$ cat config.mk
export PLATFORM = sky130hd
export DESIGN_NAME = rb_branch_resolve
export DESIGN_NICKNAME = d
export VERILOG_FILES = /design/src/rtl/rb_pkg.sv /design/src/rtl/rb_target_calc.sv /design/src/rtl/rb_page_cmp.sv /design/src/rtl/rb_branch_resolve.sv
export SDC_FILE = /design/constraint.sdc
export NUM_CORES = 1
export LEC_CHECK = 0
export BUFFER_PORTS_ARGS = -buffer_cell sky130_fd_sc_hd__buf_2
export CAP_MARGIN = 20
export CORE_ASPECT_RATIO = 0.7
export CORE_UTILIZATION = 51
export CTS_BUF_LIST = sky130_fd_sc_hd__clkbuf_8
export DETAILED_ROUTE_END_ITERATION = 8
export PLACE_DENSITY = 0.79
export SYNTH_ARGS = -nofsm -noshare
export SYNTH_HDL_FRONTEND = slang
export SYNTH_SLANG_ARGS = --single-unit
$ cat constraint.sdc
create_clock -name clk -period 3.41 [get_ports clk]
set_input_delay 0.341 -clock clk [delete_from_list [all_inputs] [get_ports clk]]
set_output_delay 0.341 -clock clk [all_outputs]
set_load 0.005 [all_outputs]
$ cat src/rtl/rb_pkg.sv
package rb_pkg;

    // Cost classes of a resolved relative jump
    typedef enum logic [1:0] {
        BR_SKIP = 2'd0,   // condition false, fall through
        BR_NEAR = 2'd1,   // taken, target in the fall-through page
        BR_FAR  = 2'd2    // taken, target in another page
    } br_kind_e;

    localparam int CYC_BASE  = 2;
    localparam int CYC_TAKEN = 1;
    localparam int CYC_PAGE  = 1;

    function automatic int unsigned kind_cycles(br_kind_e kind);
        case (kind)
            BR_NEAR: return CYC_BASE + CYC_TAKEN;
            BR_FAR:  return CYC_BASE + CYC_TAKEN + CYC_PAGE;
            default: return CYC_BASE;
        endcase
    endfunction

endpackage

$ cat src/rtl/rb_target_calc.sv
module rb_target_calc #(
    parameter int PC_W      = 16,
    parameter int DISP_W    = 8,
    parameter int INSTR_LEN = 2
) (
    input  logic [PC_W-1:0]   pc_i,
    input  logic [DISP_W-1:0] disp_i,
    output logic [PC_W-1:0]   seq_pc_o,
    output logic [PC_W-1:0]   jump_pc_o
);
    localparam int EXT_W = PC_W - DISP_W;

    logic [PC_W-1:0] disp_ext;

    // sign-extend displacement to address width
    assign disp_ext  = {{EXT_W{disp_i[DISP_W-1]}}, disp_i};
    // both sums are truncated to PC_W, giving modulo-2^PC_W wrap
    assign seq_pc_o  = pc_i + PC_W'(INSTR_LEN);
    assign jump_pc_o = seq_pc_o + disp_ext;
endmodule

$ cat src/rtl/rb_page_cmp.sv
module rb_page_cmp
    import rb_pkg::*;
#(
    parameter int PC_W      = 16,
    parameter int PAGE_BITS = 8
) (
    input  logic [PC_W-1:0] seq_pc_i,
    input  logic [PC_W-1:0] jump_pc_i,
    input  logic            take_i,
    output br_kind_e        kind_o
);
    logic page_diff;

    assign page_diff = (seq_pc_i[PC_W-1:PAGE_BITS] != jump_pc_i[PC_W-1:PAGE_BITS]);

    always_comb begin
        if (!take_i)        kind_o = BR_SKIP;
        else if (page_diff) kind_o = BR_FAR;
        else                kind_o = BR_NEAR;
    end
endmodule

$ cat src/rtl/rb_branch_resolve.sv
module rb_branch_resolve
    import rb_pkg::*;
#(
    parameter int PC_W      = 16,
    parameter int DISP_W    = 8,
    parameter int PAGE_BITS = 8,
    parameter int INSTR_LEN = 2,
    parameter int CYC_W     = 3
) (
    input  logic              clk,
    input  logic              rst,
    input  logic              req_valid_i,
    input  logic [PC_W-1:0]   pc_i,
    input  logic [DISP_W-1:0] disp_i,
    input  logic              take_i,
    output logic              done_o,
    output logic [PC_W-1:0]   next_pc_o,
    output logic [CYC_W-1:0]  cycles_o
);
    logic [PC_W-1:0]  seq_pc;
    logic [PC_W-1:0]  jump_pc;
    br_kind_e         kind;
    logic [PC_W-1:0]  pc_sel;
    logic [CYC_W-1:0] cyc_sel;

    rb_target_calc #(
        .PC_W      (PC_W),
        .DISP_W    (DISP_W),
        .INSTR_LEN (INSTR_LEN)
    ) target_i (
        .pc_i      (pc_i),
        .disp_i    (disp_i),
        .seq_pc_o  (seq_pc),
        .jump_pc_o (jump_pc)
    );

    rb_page_cmp #(
        .PC_W      (PC_W),
        .PAGE_BITS (PAGE_BITS)
    ) page_i (
        .seq_pc_i  (seq_pc),
        .jump_pc_i (jump_pc),
        .take_i    (take_i),
        .kind_o    (kind)
    );

    always_comb begin
        pc_sel  = take_i ? jump_pc : seq_pc;
        cyc_sel = CYC_W'(kind_cycles(kind));
    end

    always_ff @(posedge clk) begin
        if (rst) begin
            done_o    <= 1'b0;
            next_pc_o <= '0;
            cycles_o  <= '0;
        end else begin
            done_o <= req_valid_i;
            if (req_valid_i) begin
                next_pc_o <= pc_sel;
                cycles_o  <= cyc_sel;
            end
        end
    end


    done_after_req_chk: assert property (@(posedge clk) disable iff (rst)
        req_valid_i |=> done_o);


    done_only_after_req_chk: assert property (@(posedge clk) disable iff (rst)
        !req_valid_i |=> !done_o);


    skip_cost_chk: assert property (@(posedge clk) disable iff (rst)
        (req_valid_i && !take_i) |=>
            (cycles_o == CYC_W'(2)) && (next_pc_o == $past(pc_i) + PC_W'(INSTR_LEN)));


    taken_cost_range_chk: assert property (@(posedge clk) disable iff (rst)
        (req_valid_i && take_i) |=> (cycles_o == CYC_W'(3)) || (cycles_o == CYC_W'(4)));


    self_loop_chk: assert property (@(posedge clk) disable iff (rst)
        (req_valid_i && take_i && disp_i == DISP_W'(-INSTR_LEN)) |=> next_pc_o == $past(pc_i));


    idle_hold_chk: assert property (@(posedge clk) disable iff (rst)
        !req_valid_i |=> $stable(next_pc_o) && $stable(cycles_o));
endmodule

==> summary.txt <==
Outcome
  • Status: finished clean

Route
  • Via Count: 1977
  • Routed wl met3: 212 microns
  • Routed len/inst: 13.43 microns
  • Detailed Route WL: 4847 microns
  • Met2 Routed Length: 2219 microns
  • Sum of routed wire segments on met1: 2399 microns
  • Router iterations before antenna repair: 4
  • Max Used Layer: met4
  • Drt drc: 0
  • Via density per instance: 5.476
  • DRT antenna net count: 0
  • Drt initial violations: 74

Global route
  • Vias in the first global route: 1796
  • First-pass GRT wire length: 7921 microns
  • Global route total overflow: 0
  • Antenna violations before repair: 0
  • Largest net degree at the start of global routing: 33
  • GR Util All Layers: 23.89%

Floorplanning
  • Chip Width: 77.61 microns
  • Row cnt: 18
  • Core area: 0.003671 sq mm
  • Die ar.: 0.004262 sq mm
  • Number of I/O pins: 48
  • Starting Density: 55.59%
  • Die height: 54.93 microns

STA
  • Crit path time final: 3.247 ns
  • Worst-margin pin slew: 0.5311 ns
  • Layout Skew: 0 ns
  • Unrepaired setup endpoints after global routing: false
  • Worst slew margin: 64.60%
  • Slew Viols, Final: 0
  • Fin Setup TNS: 0 ns
  • Hold slack: 0.4392 ns
  • Highest clock rate: 308.0 MHz
  • Final Setup Violations: 0
  • Final hold vios: 0
  • Final Cycle Share: 95.23%

Synthesis
  • Count leader, synth: nor2_1
  • Asr flop ratio synth: 0%
  • Synth cell types: 50
  • Synth area leader: dfxtp_1
  • Post-Syn Instances: 247
  • Register area share after synthesis: 19.62%
  • Cell area after synthesis: 0.002041 sq mm
  • Synth Register Bits: 20
  • Post-synth EDFFs: 0
  • Synth cell count leaders: 29 x nor2_1, 21 x nand2_1, 20 x dfxtp_1
  • Yosys warns: 0
  • Main flop type after synthesis: dfxtp_1
  • Avg Cell Area, Syn: 8.262 sq um
  • Top cells by area, synth: dfxtp_1 20%, ha_1 10%, nor2_1 5.3%, xnor2_1 5.2%, xor2_1 5.2%
  • Synth top area share: 19.62%
  • Syn nets: 293

CTS
  • CTS Sinks: 20
  • Clk slew on worst S/H paths: 0.07 ns
  • Post-CTS setup repair buffer count: 0
  • CTS tree: yes
  • Root buf cell: clkbuf_8
  • Longest Clk Path Bufs: 2
  • Num CTS Buffers: 3
  • Htree depth: 1
  • Post-cts resize count: 0
  • Hold-fix buffers, CTS: 0
  • Worst skew pair latency: 0.25 ns

Worst setup path
  • Worst r2r path cells: 2
  • Worst Setup Path Type: in -> reg
  • CP Cell Sequence: buf_2 > nand3_1 > nor2_1 > nand3_1 > xor2_1 > inv_1 > ha_1 > and2_4 > a221o_1 > or3_1 > o21ai_2 > xnor3_1 > nor3b_2 > nand3_2 > a311oi_2
  • Worst EP required: 3.58 ns
  • CP arrival: 3.41 ns
  • Reg2reg setup slack: 2.66 ns
  • CP max-delay cell: a221o_1
  • CP Buf/Inv Count: 2
  • Most used cell, CP: nand3_1
  • Levels on crit path: 15
  • RR Startpoint: next_pc_o[11]
  • CP endpoint kind: flip-flop
  • Setup crit start kind: input pin
  • Critical Path Fanout Max: 4
  • Crit-path leading delay family: simple AND/OR/NAND/NOR gates
  • Crit path capture: cycles_o[1]
  • Peak per-stage delay on the critical path: 0.33 ns
  • Reg2Reg Capture Point: next_pc_o[11]
  • Setup crit start: pc_i[1]

Flow run
  • Max-cap viol count: 0

Place
  • RD Place Congestion: 0.8369
  • Detailed placement HPWL: 4012 microns
  • Cell total after placement: 357
  • # port buffers: 47

Layout
  • ANT cells: 0
  • Finished Core Util: 68.98%
  • Fill count: 331
  • Layout Cells excl Fill: 361
  • Final net count: 358
  • Share of layout cells above drive strength 1: 29.58%
  • Synthesis-to-finish area growth: 24.10%

Pwr
  • Cell Pwr Density: 329.9 mW/mm^2
  • Leak pwr: 1.193 nW
  • VDD IR-drop max: 0.3263 mV
  • Overall power: 0.8354 mW

Min path
  • Hold Crit Class: in -> reg
==> cells by family (layout without fill, tap and decap cells) <==
kind of cell / after synthesis / after routing / share of synthesized area [%]
AND/OR/NAND/NOR: 89 / 89 / 21.95
flip-flops: 20 / 20 / 19.62
adder cells (fa/ha/maj): 18 / 18 / 11.40
buffers and inverters: 17 / 81 / 3.127
AO/OA/AOI/OAI: 69 / 69 / 24.53
multiplexers: 2 / 2 / 0.9810
XOR/XNOR: 32 / 32 / 18.39
==> where the power goes <==
group          switching [mW]  internal, mW
clock network          0.0737         0.103
logic                   0.204         0.194
registers             0.00887         0.253
==> how the worst min path moves through the flow <==
| stage | from | endpoint | slack [ns] | depth (start not counted) |
|---|---|---|---|---|
| after floorplan | next_pc_o[14] | next_pc_o[14] | 0.46 | 2 |
| after global placement | next_pc_o[14] | next_pc_o[14] | 0.45 | 2 |
| after detailed placement | next_pc_o[14] | next_pc_o[14] | 0.46 | 2 |
| after CTS | pc_i[0] | next_pc_o[0] | 0.44 | 3 |
| after global routing | pc_i[15] | next_pc_o[15] | 0.47 | 4 |
| final | pc_i[0] | next_pc_o[0] | 0.44 | 3 |
==> flip-flops by register name (all words and copies together), names as in the netlist <==
signal and count:
next_pc_o 16, cycles_o 3, done_o 1
==> cell usage in the layout, fill, tap and decap left out, types with 6 or more instances in the layout <==
master / synthesis / final
a211oi_1: 12 / 12
a21oi_1: 19 / 19
buf_2: 0 / 47
buf_4: 0 / 24
dfxtp_1: 20 / 20
ha_1: 17 / 17
inv_1: 6 / 6
nand2_1: 21 / 21
nand3_1: 10 / 10
nor2_1: 29 / 29
o21ai_0: 12 / 12
xnor2_1: 12 / 12
xor2_1: 12 / 12
==> metal layers <==
layer  track usage (%)  vias to the layer above
met5                 0                        -
met4             1.258                        0
met3             5.246                        2
met2             43.07                       44
met1             31.34                      900
li1                  -                     1031
==> final cells by class <==
type | count | area (sq um) | share of cell area, %
inverter | 6 | 22.52 | 0.8893
tap | 50 | 62.56 | 2.470
timing repair buffer | 71 | 415.4 | 16.40
sequential | 20 | 400.4 | 15.81
multi-input combinational | 210 | 1577 | 62.25
clock buffer | 4 | 55.05 | 2.174
==> per-stage QoR <==
step / worst slack, ns / area, sq um
floorplan: 0.1495 / 2041
CTS: 0.1805 / 2532
global placement: 0.07187 / 2477
global route: 0.002242 / 2532
finish: 0.1628 / 2532
detailed placement: -0.07572 / 2477
==> worst register-to-register path: cells and delay by family (launching register included) <==
| family | cells | cell delay (ns) |
|---|---|---|
| compound gates | 1 | 0.27 |
| simple gates | 1 | 0.05 |
| flops | 1 | 0.33 |
(Power assumes the default switching activity.)
